[src/rtl/ledfe_pkg.sv]
`timescale 1ns/1ps
// Package: shared command codes and LE pulse lengths for the serial front end.
// Assumes: commands are told apart only by the number of rising clock edges
// seen while LE is high.
package ledfe_pkg;

    typedef enum logic [3:0] {
        CMD_NONE,
        CMD_LATCH,
        CMD_SYNC,
        CMD_ARM,
        CMD_WR1,
        CMD_WR2,
        CMD_RD1,
        CMD_RD2,
        CMD_TSTART,
        CMD_TRESULT
    } ledfe_cmd_t;

    localparam int LEN_TRESULT = 1;
    localparam int LEN_SYNC_A  = 2;
    localparam int LEN_SYNC_B  = 3;
    localparam int LEN_WR1     = 4;
    localparam int LEN_RD1     = 5;
    localparam int LEN_TSTART  = 7;
    localparam int LEN_WR2     = 8;
    localparam int LEN_RD2     = 9;
    localparam int LEN_ARM     = 14;

endpackage

[src/rtl/ledfe_le_decoder.sv]
`timescale 1ns/1ps
// Module: ledfe_le_decoder
// Counts the rising clock edges that see LE high. On the first edge that sees
// LE low, it presents one command for that single cycle.
// Assumes: CNT_W is wide enough for the longest command length (14). The
// count saturates so that long pulses never alias to a short command.
module ledfe_le_decoder
    import ledfe_pkg::*;
#(
    parameter int CNT_W = 5
) (
    input  logic       dclk,
    input  logic       rst_n,
    input  logic       le,
    output ledfe_cmd_t cmd
);

    localparam logic [CNT_W-1:0] CNT_MAX = {CNT_W{1'b1}};

    logic [CNT_W-1:0] cnt_q;

    // Edge counter: counts while LE is high, holds at its maximum, clears when LE is low.
    always_ff @(posedge dclk) begin
        if (!rst_n) begin
            cnt_q <= '0;
        end else if (le) begin
            if (cnt_q != CNT_MAX) begin
                cnt_q <= cnt_q + 1'b1;
            end
        end else begin
            cnt_q <= '0;
        end
    end

    // Decode: active only on the first low-LE edge after a pulse.
    always_comb begin
        cmd = CMD_NONE;
        if (!le && (cnt_q != '0)) begin
            if      (cnt_q == CNT_W'(LEN_TRESULT)) cmd = CMD_TRESULT;
            else if (cnt_q == CNT_W'(LEN_SYNC_A))  cmd = CMD_SYNC;
            else if (cnt_q == CNT_W'(LEN_SYNC_B))  cmd = CMD_SYNC;
            else if (cnt_q == CNT_W'(LEN_WR1))     cmd = CMD_WR1;
            else if (cnt_q == CNT_W'(LEN_RD1))     cmd = CMD_RD1;
            else if (cnt_q == CNT_W'(LEN_TSTART))  cmd = CMD_TSTART;
            else if (cnt_q == CNT_W'(LEN_WR2))     cmd = CMD_WR2;
            else if (cnt_q == CNT_W'(LEN_RD2))     cmd = CMD_RD2;
            else if (cnt_q == CNT_W'(LEN_ARM))     cmd = CMD_ARM;
            else                                   cmd = CMD_LATCH;
        end
    end

endmodule

[src/rtl/ledfe_shifter.sv]
`timescale 1ns/1ps
// Module: ledfe_shifter
// Serial shift register, MSB first. A parallel load replaces the shift on the
// load edge, so the serial input on that edge is dropped. The serial output is
// the MSB, re-timed on the falling edge so that a chained device sees a stable bit.
// Assumes: load is a single-cycle pulse from the command decoder.
module ledfe_shifter #(
    parameter int W = 16
) (
    input  logic         dclk,
    input  logic         rst_n,
    input  logic         sdi,
    input  logic         load,
    input  logic [W-1:0] load_word,
    output logic [W-1:0] word,
    output logic         sdo
);

    logic [W-1:0] shift_q;
    logic         sdo_q;

    // Shift path: parallel load has priority over the serial shift.
    always_ff @(posedge dclk) begin
        if (!rst_n) begin
            shift_q <= '0;
        end else if (load) begin
            shift_q <= load_word;
        end else begin
            shift_q <= {shift_q[W-2:0], sdi};
        end
    end

    // Output re-timing: present the MSB from the falling edge onward.
    always_ff @(negedge dclk) begin
        if (!rst_n) begin
            sdo_q <= 1'b0;
        end else begin
            sdo_q <= shift_q[W-1];
        end
    end

    assign word = shift_q;
    assign sdo  = sdo_q;

endmodule

[src/rtl/ledfe_cfg_regs.sv]
`timescale 1ns/1ps
// Module: ledfe_cfg_regs
// Holds the two configuration words and the pre-activation (armed) state.
// A write is honoured only when the command just before it armed the block;
// any other command clears the armed state.
// Assumes: cmd is valid for exactly one cycle per LE pulse.
module ledfe_cfg_regs
    import ledfe_pkg::*;
#(
    parameter int         W        = 16,
    parameter logic [W-1:0] CFG1_RST = 16'h002B,
    parameter logic [W-1:0] CFG2_RST = 16'h0000
) (
    input  logic         dclk,
    input  logic         rst_n,
    input  ledfe_cmd_t   cmd,
    input  logic [W-1:0] word,
    output logic [W-1:0] cfg1,
    output logic [W-1:0] cfg2,
    output logic         armed
);

    logic         armed_q;
    logic [W-1:0] cfg1_q;
    logic [W-1:0] cfg2_q;

    // Armed state: set by the arming command, cleared by any other command.
    always_ff @(posedge dclk) begin
        if (!rst_n) begin
            armed_q <= 1'b0;
        end else if (cmd == CMD_ARM) begin
            armed_q <= 1'b1;
        end else if (cmd != CMD_NONE) begin
            armed_q <= 1'b0;
        end
    end

    // Configuration words: written only when the block is armed.
    always_ff @(posedge dclk) begin
        if (!rst_n) begin
            cfg1_q <= CFG1_RST;
            cfg2_q <= CFG2_RST;
        end else if (armed_q) begin
            if (cmd == CMD_WR1) cfg1_q <= word;
            if (cmd == CMD_WR2) cfg2_q <= word;
        end
    end

    assign cfg1  = cfg1_q;
    assign cfg2  = cfg2_q;
    assign armed = armed_q;

endmodule

[src/rtl/ledfe_cmd_frontend.sv]
`timescale 1ns/1ps
// Module: ledfe_cmd_frontend (top)
// Serial command front end. It decodes LE pulse lengths into commands,
// keeps the configuration words, chooses what the shifter loads for
// read-back and test results, and issues one-cycle strobes and the
// test-active level.
// Assumes: every input is synchronous to dclk; the field positions need DATA_W = 16.
module ledfe_cmd_frontend
    import ledfe_pkg::*;
#(
    parameter int DATA_W = 16,
    parameter int CNT_W  = 5
) (
    input  logic              dclk,
    input  logic              rst_n,
    input  logic              sdi,
    input  logic              le,
    input  logic [DATA_W-1:0] open_result,
    output logic              sdo,
    output logic              latch_stb,
    output logic [DATA_W-1:0] latch_word,
    output logic              sync_stb,
    output logic              test_active,
    output logic [DATA_W-1:0] cfg1,
    output logic [DATA_W-1:0] cfg2,
    output logic              deghost_en,
    output logic              gray14_en,
    output logic [5:0]        gain_code
);

    ledfe_cmd_t        cmd;
    logic [DATA_W-1:0] shift_word;
    logic [DATA_W-1:0] load_word;
    logic              load;
    logic              arm_state;
    logic              latch_q;
    logic              sync_q;
    logic              test_q;
    logic [DATA_W-1:0] latch_word_q;

    ledfe_le_decoder #(.CNT_W(CNT_W)) u_dec (
        .dclk (dclk),
        .rst_n(rst_n),
        .le   (le),
        .cmd  (cmd)
    );

    // Load select: a read-back or a test result replaces the shift contents.
    always_comb begin
        load      = 1'b1;
        load_word = '0;
        case (cmd)
            CMD_RD1:     load_word = cfg1;
            CMD_RD2:     load_word = cfg2;
            CMD_TRESULT: load_word = open_result;
            default:     load = 1'b0;
        endcase
    end

    ledfe_shifter #(.W(DATA_W)) u_shift (
        .dclk     (dclk),
        .rst_n    (rst_n),
        .sdi      (sdi),
        .load     (load),
        .load_word(load_word),
        .word     (shift_word),
        .sdo      (sdo)
    );

    ledfe_cfg_regs #(.W(DATA_W)) u_cfg (
        .dclk (dclk),
        .rst_n(rst_n),
        .cmd  (cmd),
        .word (shift_word),
        .cfg1 (cfg1),
        .cfg2 (cfg2),
        .armed(arm_state)
    );

    // Strobes: one cycle each, registered from the decode edge.
    always_ff @(posedge dclk) begin
        if (!rst_n) begin
            latch_q <= 1'b0;
            sync_q  <= 1'b0;
        end else begin
            latch_q <= (cmd == CMD_LATCH);
            sync_q  <= (cmd == CMD_SYNC);
        end
    end

    // Latched word: captured together with the data-latch strobe.
    always_ff @(posedge dclk) begin
        if (!rst_n) begin
            latch_word_q <= '0;
        end else if (cmd == CMD_LATCH) begin
            latch_word_q <= shift_word;
        end
    end

    // Test state: set by the test-start command, cleared by the result command.
    always_ff @(posedge dclk) begin
        if (!rst_n) begin
            test_q <= 1'b0;
        end else if (cmd == CMD_TSTART) begin
            test_q <= 1'b1;
        end else if (cmd == CMD_TRESULT) begin
            test_q <= 1'b0;
        end
    end

    assign latch_stb   = latch_q;
    assign sync_stb    = sync_q;
    assign latch_word  = latch_word_q;
    assign test_active = test_q;
    assign deghost_en  = cfg1[15];
    assign gray14_en   = cfg1[7];
    assign gain_code   = cfg1[5:0];

endmodule

[config.mk]
export PLATFORM = sky130hd
export DESIGN_NAME = ledfe_cmd_frontend
export DESIGN_NICKNAME = d
export VERILOG_FILES = /design/src/rtl/ledfe_pkg.sv /design/src/rtl/ledfe_le_decoder.sv /design/src/rtl/ledfe_shifter.sv /design/src/rtl/ledfe_cfg_regs.sv /design/src/rtl/ledfe_cmd_frontend.sv
export SDC_FILE = /design/constraint.sdc
export NUM_CORES = 1
export LEC_CHECK = 0
export ABC_AREA = 1
export ABC_CLOCK_PERIOD_IN_PS = 2600
export BUFFER_PORTS_ARGS = -buffer_cell sky130_fd_sc_hd__buf_2
export CAP_MARGIN = 10
export CORE_MARGIN = 3
export CORE_UTILIZATION = 30
export CTS_CLUSTER_DIAMETER = 200
export CTS_CLUSTER_SIZE = 24
export DETAILED_ROUTE_END_ITERATION = 7
export SLEW_MARGIN = 20
export SYNTH_ARGS = -nofsm -noshare
export SYNTH_HDL_FRONTEND = slang
export SYNTH_SLANG_ARGS = --single-unit
[constraint.sdc]
create_clock -name dclk -period 2.6 [get_ports dclk]
set_input_delay 0.26 -clock dclk [delete_from_list [all_inputs] [get_ports dclk]]
set_output_delay 0.26 -clock dclk [all_outputs]
set_load 0.01 [all_outputs]
Yosys cells after proc, flatten, opt, wreduce, memory -nomap -nowiden
Cells that the tools add are included.
{"block": "totals", "register_bits": 74, "out_inout_bits": 60, "wordCells": 57}
{"block": "op_classes", "add_sub_neg": 1, "eq_ne": 19, "mux": 17, "n_reduce_logical": 10}
{"op": "case mux 16 bit (3 select lines)", "n": 1}
{"op": "2-to-1 mux 4 bit", "n": 9}
{"op": "equality test 4 x 3 -> 1 bit (second input constant)", "n": 4}
{"op": "2-to-1 mux 16 bit", "n": 1}
{"op": "equality test 5 x 3 -> 1 bit (second input constant)", "n": 3}
{"op": "equality test 5 x 4 -> 1 bit (second input constant)", "n": 3}
{"op": "equality test 5 x 2 -> 1 bit (second input constant)", "n": 2}
{"op": "equality test 4 x 2 -> 1 bit (second input constant)", "n": 2}
{"op": "equality test 4 bit (second input constant)", "n": 2}
{"op": "AND reduction 2 bit", "n": 3}
{"op": "adder 5 x 1 -> 5 bit (second input constant)", "n": 1}
{"op": "equality test 5 x 1 -> 1 bit (second input constant)", "n": 1}
{"op": "2-to-1 mux 1 bit", "n": 5}
{"op": "inequality test 5 bit (second input constant)", "n": 1}
{"op": "nonzero test 5 bit", "n": 1}
{"op": "equality test 4 x 1 -> 1 bit (second input constant)", "n": 1}
{"op": "nonzero test 2 bit", "n": 2}
{"op": "nonzero test 4 bit", "n": 1}
{"op": "OR reduction 3 bit", "n": 1}
{"op": "2-to-1 mux 2 bit", "n": 1}
{"op": "logical AND 1 bit", "n": 1}
{"op": "zero test 1 bit", "n": 1}

Depth between registers and ports, before layout
Gate-level depths: netlist of the first run.
{"block": "depth", "ltp_word": 15, "ltp_mapped": 17, "mapped_depth_nobuf": 16}

By module
From an unflattened synthesis of the first run, not the netlist that was laid out.
{"block": "unflattened", "hier_cells": 585, "area_unflattened_um2": 3751.1}
{"module": "ledfe_cfg_regs", "n_inst": 1, "cells_per_inst": 199, "area_per_inst_um2": 1363.8}
{"module": "ledfe_cmd_frontend", "n_inst": 1, "cells_per_inst": 212, "area_per_inst_um2": 1271.2}
{"module": "ledfe_shifter", "n_inst": 1, "cells_per_inst": 105, "area_per_inst_um2": 698.2}
{"module": "ledfe_le_decoder", "n_inst": 1, "cells_per_inst": 69, "area_per_inst_um2": 417.9}

==> summary.txt, run 1 <==
CTS
  – Hold Buf Count CTS: 0
  – Post-CTS resize count: 0
  – Post-CTS Setup Inserts: 0
  – Clock transition at the registers of the reported paths: 60 ps
  – Clk_lat worst skew: 390 ps
  – H-tree depth: 3
  – Clk Tree Root Cell: clkbuf_16
  – Number of CTS-inserted buffers: 9
  – CTS tree: built
  – Clk buf depth: 2
  – Sink Count: 74

Synth
  – Synth warn: 0
  – Post-Synth Adder-Cell Area: 0.0180
  – Syn nets: 504
  – Mux contribution to synthesized area: 0
  – Post-synthesis sequential area ratio: 0.426
  – Distinct cells, synth: 29
  – Syn Area/Cell: 7.26 um^2
  – Post-Synthesis Cells: 479
  – Top cells by area, synth: dfxtp_1, nand2_1, nor2_1
  – Largest family of logic cells by synthesized area: simple AND/OR/NAND/NOR gates
  – Mapped cell area: 0.00348 mm^2
  – Complex-gate fraction of the synthesized area: 0.126
  – Flops & latches, synth: 74
  – Yosys top cell by area: dfxtp_1
  – Post-synth top area share: 0.426
  – Post-Synth Simple-Gate Area: 0.342
  – Xor and xnor fraction of the mapped netlist area: 0

STA
  – RSZ-0062 raised after global routing: false
  – Worst Max-Slew Pin Slew: 454 ps
  – Total Neg Setup Slack: 0 ps
  – Final hold vios: 0
  – Tmin final: 2370 ps
  – Slew headroom: 0.696
  – Fin crit share: 0.912
  – Clock skew: 60.1 ps
  – Final setup viols: 0
  – Achievable Freq: 0.424 GHz
  – Setup ws final: 230 ps
  – Pins Over Slew Limit: 0
  – WHS: 212 ps

Power and ir drop
  – Total power: 2.47 mW
  – Total power per unit cell area: 585 mW/mm^2
  – Max IR drop VDD: 222 uV
  – Pleak: 2.03 nW

Worst setup path
  – Largest delay contributor family on the critical path: flip-flops
  – Crit Path Max Fanout: 1
  – Reg2reg path depth: 11
  – Cell depth of the worst setup path: 1
  – CP peak stage delay: 300 ps
  – Setup slack, reg-to-reg: 240 ps
  – Worst Path Buf+Inv: 1
  – CP Capture Type: output pin
  – Beginning of the critical path: u_shift.sdo
  – WP data required: 2340 ps
  – CP Data Arrival Time: 2110 ps
  – RR Endpoint: latch_word[5]
  – Crit path capture: sdo
  – Kind of critical path: register to output pin
  – Worst r2r src: u_dec.cnt_q[0]
  – Critical-path cell list: buf_2
  – Startpoint Class: register
  – Slowest cell on crit path: dfxtp_1

Placed design
  – Post-DP Area: 0.00395 mm^2
  – Post-Place Setup Slack: 237 ps
  – GP Congestion: 0.855
  – DP HPWL: 7040 um
  – Placed Cells: 677
  – I/O Buffers: 79

Detailed routing
  – DR WL/cell: 13.4 um
  – Final ANT Viol Nets: 0
  – Vias: 3235
  – Remaining DRCs: 0
  – Iter 0 DRT Violations: 259
  – Vias/cell: 4.67
  – Drt pass-1 iters: 4
  – Post-Route WL: 9270 um

Global routing
  – Initial antenna violation count: 0
  – Largest net degree at the start of global routing: 53
  – GRT Resource Usage Total: 0.151
  – Congestion Overflow GR: 0
  – First-pass GRT wire length: 15900 um
  – Number of global-route vias before repair: 3182

Final layout
  – Synthesis-to-layout area growth: 21.5%
  – Fraction of final layout cells sized beyond drive strength 1: 0.269
  – Net count, final: 573
  – Ant diodes: 0
  – Core Util, Final: 0.382
  – Post-route cell area: 0.00423 mm^2
  – Layout Cells excl Fill: 693

Floorplan
  – Chip Width: 114 um
  – I/O pin count: 80
  – Die area: 0.0129 mm^2
  – # rows: 38
  – Chip height: 114 um
  – Core Footprint: 0.0111 mm^2
  – Initial Util: 0.314

Hold path
  – Min-delay worst type: primary input to register

Run
  – Max_cap viols: 0

Status
  – Status: finished, final reports clean
## worst min-delay path by stage
stage | from | end | slack (ps) | cells past startpoint
2_1_floorplan | sdi | u_shift.word[0] | 440 | 2
3_3_place_gp | latch_word[5] | latch_word[5] | 450 | 2
3_5_place_dp | latch_word[3] | latch_word[3] | 450 | 2
4_1_cts | sdi | u_shift.word[0] | 210 | 3
5_1_grt | sdi | u_shift.word[0] | 220 | 3
6_report | sdi | u_shift.word[0] | 210 | 3
## metal layers
metal	share of wire	track usage
met5	0	0
met3	0.068	0.0456
met2	0.44	0.234
met4	0.0095	0.0393
met1	0.48	0.204
## flip-flops by register name, summed over array words and instances, names as in the netlist, 5 cells and up
signal / flops
u_shift.word: 16
u_dec.cnt_q: 5
latch_word: 16
u_cfg.cfg1: 16
u_cfg.cfg2: 16
## kinds of logic after synthesis
group                    Yosys count
flip-flops                        74
AND/OR/NAND/NOR                  260
adder cells (fa/ha/maj)            5
buffers and inverters             62
AO/OA/AOI/OAI                     78
## synthesized netlist by cell type (all sizes together)
cell type	instances
clkbuf	7
ha	5
inv	30
o21ai	47
nand2	108
o211ai	1
dfxtp	74
o21bai	1
nand4	17
nand3	25
a211oi	3
nor2	106
a21oi	26
nor3	4
buf	24
clkinv	1
## placed cells by master, fill, tap and decap left out, types with 2 or more instances in the layout
cell	synthesis	final
nand2_4	2	2
inv_6	0	2
o21ai_1	14	14
nor3_1	3	3
nor2_2	15	15
nor2_4	5	5
buf_2	7	79
a21oi_4	2	2
a21oi_2	2	2
a211oi_1	3	3
buf_4	16	9
o21ai_0	33	33
clkbuf_16	0	9
nand2_1	101	101
nand3_2	2	2
inv_1	22	22
nand3_1	23	23
nor2_1	85	85
nand4_1	17	17
inv_2	8	8
ha_1	5	5
inv_4	0	3
dfxtp_1	74	74
nand2_2	5	5
a21oi_1	22	22
## area by class of cell
type | count | area, um^2
fill | 1171 | 6850
tap | 140 | 175
clock inverter | 8 | 60.1
sequential | 74 | 1480
multi-input combinational | 343 | 1690
clock buffer | 9 | 225
timing repair buffer | 89 | 483
inverter | 30 | 113
## tightest hold or removal path: stages
cell and delay (ps):
buf_2 80, o21ai_0 80, nor2_1 90
## where the power goes
| group | leakage [nW] | internal (mW) | switching [mW] | total, mW |
|---|---|---|---|---|
| Clock | 0.149 | 0.665 | 0.524 | 1.19 |
| Combinational | 1.28 | 0.0409 | 0.0796 | 0.120 |
| Sequential | 0.598 | 1.15 | 0.0144 | 1.16 |
| Total | 2.03 | 1.85 | 0.618 | 2.47 |
Note: power is estimated with default switching activity, not from simulation.
==> inputs of run 2 (changes only) <==
--- a/config.mk
+++ b/config.mk
@@ -9,11 +9,15 @@
 export ABC_CLOCK_PERIOD_IN_PS = 2600
 export BUFFER_PORTS_ARGS = -buffer_cell sky130_fd_sc_hd__buf_2
 export CAP_MARGIN = 10
+export CELL_PAD_IN_SITES_DETAIL_PLACEMENT = 1
+export CELL_PAD_IN_SITES_GLOBAL_PLACEMENT = 1
 export CORE_MARGIN = 3
 export CORE_UTILIZATION = 30
 export CTS_CLUSTER_DIAMETER = 200
 export CTS_CLUSTER_SIZE = 24
 export DETAILED_ROUTE_END_ITERATION = 7
+export PLACE_DENSITY_LB_ADDON = 0.1
+export RECOVER_POWER = 25
 export SLEW_MARGIN = 20
 export SYNTH_ARGS = -nofsm -noshare
 export SYNTH_HDL_FRONTEND = slang
==> summary.txt, run 2 (same netlist as run 1, synthesis figures left out) <==
Global routing
  – First-pass GRT wire length: 17900 um (+12%)
  – Largest net degree at the start of global routing: 53 (unchanged)
  – Number of global-route vias before repair: 3310 (+4.0%)
  – GRT Resource Usage Total: 0.176 (+0.0256)
  – Initial antenna violation count: 0 (unchanged)
  – Congestion Overflow GR: 0 (unchanged)

Power and ir drop
  – Total power per unit cell area: 615 mW/mm^2 (+5.2%)
  – NetSw: 0.596 mW (-3.6%)
  – Int Power: 2.04 mW (+9.9%)
  – Max IR drop VDD: 406 uV (+82%)
  – Switching Fraction: 0.227 (-0.0237)
  – Total power: 2.63 mW (+6.5%)
  – Sequential share of power: 0.442 (-0.028)
  – Pleak: 1.92 nW (-5.4%)
  – Clock network power share: 0.510 (+0.029)
  – Logic pwr share: 0.048 (about the same)

Worst setup path
  – RR Endpoint: u_cfg.cfg2[3]
  – Slowest cell on crit path: dfxtp_1
  – Setup slack, reg-to-reg: 250 ps (about the same)
  – Reg2reg path depth: 12 (+1)
  – Kind of critical path: register to output pin
  – Crit path capture: sdo
  – Beginning of the critical path: u_shift.sdo
  – CP Capture Type: output pin
  – Critical-path cell list: buf_2
  – WP data required: 2340 ps (about the same)
  – Largest delay contributor family on the critical path: flip-flops
  – Crit Path Max Fanout: 1 (unchanged)
  – Cell depth of the worst setup path: 1 (unchanged)
  – Worst Path Buf+Inv: 1 (unchanged)
  – Startpoint Class: register
  – Worst r2r src: u_dec.cnt_q[0]
  – CP peak stage delay: 300 ps (about the same)
  – CP Data Arrival Time: 2100 ps (about the same)

STA
  – Achievable Freq: 0.425 GHz (+0.34%)
  – RSZ-0062 raised after global routing: false
  – Final hold vios: 0 (unchanged)
  – Slew headroom: 0.679 (-0.0167)
  – Fin crit share: 0.908 (-0.00322)
  – Clock skew: 57.2 ps (-2.97 ps)
  – Tmin final: 2360 ps (-8.38 ps)
  – Final setup viols: 0 (unchanged)
  – Worst Max-Slew Pin Slew: 479 ps (+24.9 ps)
  – Pins Over Slew Limit: 0 (unchanged)
  – Total Neg Setup Slack: 0 ps (unchanged)
  – WHS: 206 ps (-6.05 ps)

CTS
  – Clk Tree Root Cell: clkbuf_16
  – CTS tree: built
  – Sink Count: 74 (unchanged)
  – Clk buf depth: 2 (unchanged)
  – Clock transition at the registers of the reported paths: 60 ps (about the same)
  – Number of CTS-inserted buffers: 9 (unchanged)
  – Hold Buf Count CTS: 0 (unchanged)
  – Clk_lat worst skew: 380 ps (about the same)
  – H-tree depth: 3 (unchanged)

Final layout
  – Commonest non-fill, non-tap cell in the layout: nand2_1
  – Synthesis-to-layout area growth: 23.0%
  – Most frequent cells in the layout: nand2_1, nor2_1, dfxtp_1
  – Layout Cells excl Fill: 697 (+0.58%)
  – Fraction of final layout cells sized beyond drive strength 1: 0.217 (-0.0522)
  – Ant diodes: 0 (unchanged)
  – Core Util, Final: 0.386 (+0.00474)
  – Net count, final: 577 (+0.70%)

Detailed routing
  – Remaining DRCs: 0 (unchanged)
  – Final ANT Viol Nets: 0 (unchanged)
  – Post-Route WL: 11200 um (+21%)
  – DR WL/cell: 16.1 um (+21%)
  – Vias: 3342 (+3.3%)
  – Iter 0 DRT Violations: 140 (-46%)
  – Drt pass-1 iters: 4 (unchanged)
  – Vias/cell: 4.79 (+2.7%)

Status
  – Status: finished, final reports clean

Floorplan
  – Die area: 0.0129 mm^2 (unchanged)
  – # rows: 38 (unchanged)
  – Chip height: 114 um (unchanged)
  – Core Footprint: 0.0111 mm^2 (unchanged)
  – I/O pin count: 80 (unchanged)
  – Initial Util: 0.314 (unchanged)
  – Chip Width: 114 um (unchanged)

Placed design
  – I/O Buffers: 79 (unchanged)
  – GP Congestion: 0.800 (-6.4%)
  – DP HPWL: 8370 um (+19%)
  – Placed Cells: 678 (+0.15%)

Run
  – Max_cap viols: 0 (unchanged)

Hold path
  – Min-delay worst type: primary input to register
-- run 2: per-stage QoR --
| step | area (um^2) | setup slack [ps] |
|---|---|---|
| 3_3_place_gp | 3950 | 150 |
| 4_1_cts | 4280 | 74.8 |
| 5_1_grt | 4280 | 4.21 |
| 6_report | 4280 | 238 |
| 2_1_floorplan | 3480 | 405 |
| 3_5_place_dp | 3950 | -8.92 |
-- run 2: worst min path at each step --
stage	startpoint	endpoint	slack, ps	cells after the start
2_1_floorplan	sdi	u_shift.word[0]	440	2
3_3_place_gp	latch_word[5]	latch_word[5]	450	2
3_5_place_dp	latch_word[0]	latch_word[0]	450	2
4_1_cts	sdi	u_shift.word[0]	200	3
5_1_grt	sdi	u_shift.word[0]	260	3
6_report	sdi	u_shift.word[0]	210	3
-- run 2: repair_timing --
action | in CTS | in global routing
endpoints found under the setup margin | 7 | 55
resized for setup | 1 | 2
hold endpoints to repair | 0 | 0
buffers inserted | 0 | 3
cloned | 0 | 0
pin swaps | 0 | 1
-- run 2: final cells by class --
cell class	instances	area, um^2
Clock buffer	10	229
Tap cell	140	175
Timing Repair Buffer	93	484
Clock inverter	7	93.8
Fill cell	1392	6800
Inverter	30	113
Multi-Input combinational cell	343	1700
Sequential cell	74	1480
-- run 2: layer usage --
layer  wire (um)  GRT usage  up-vias
li1            -          -     1685
met1        5480      0.247     1566
met2        4990      0.278       83
met3         685     0.0382        8
met4          85     0.0385        0
met5           0          0        -
-- run 2: power by group through the flow --
stage	sequential, mW	combinational, mW	clock [mW]
4_1_cts	1.16	0.126	1.39
3_5_place_dp	1.19	0.125	0.00481
6_report	1.16	0.127	1.34
5_1_grt	1.16	0.142	1.43
3_3_place_gp	1.19	0.122	0.00481
2_1_floorplan	1.18	0.0817	0.00481
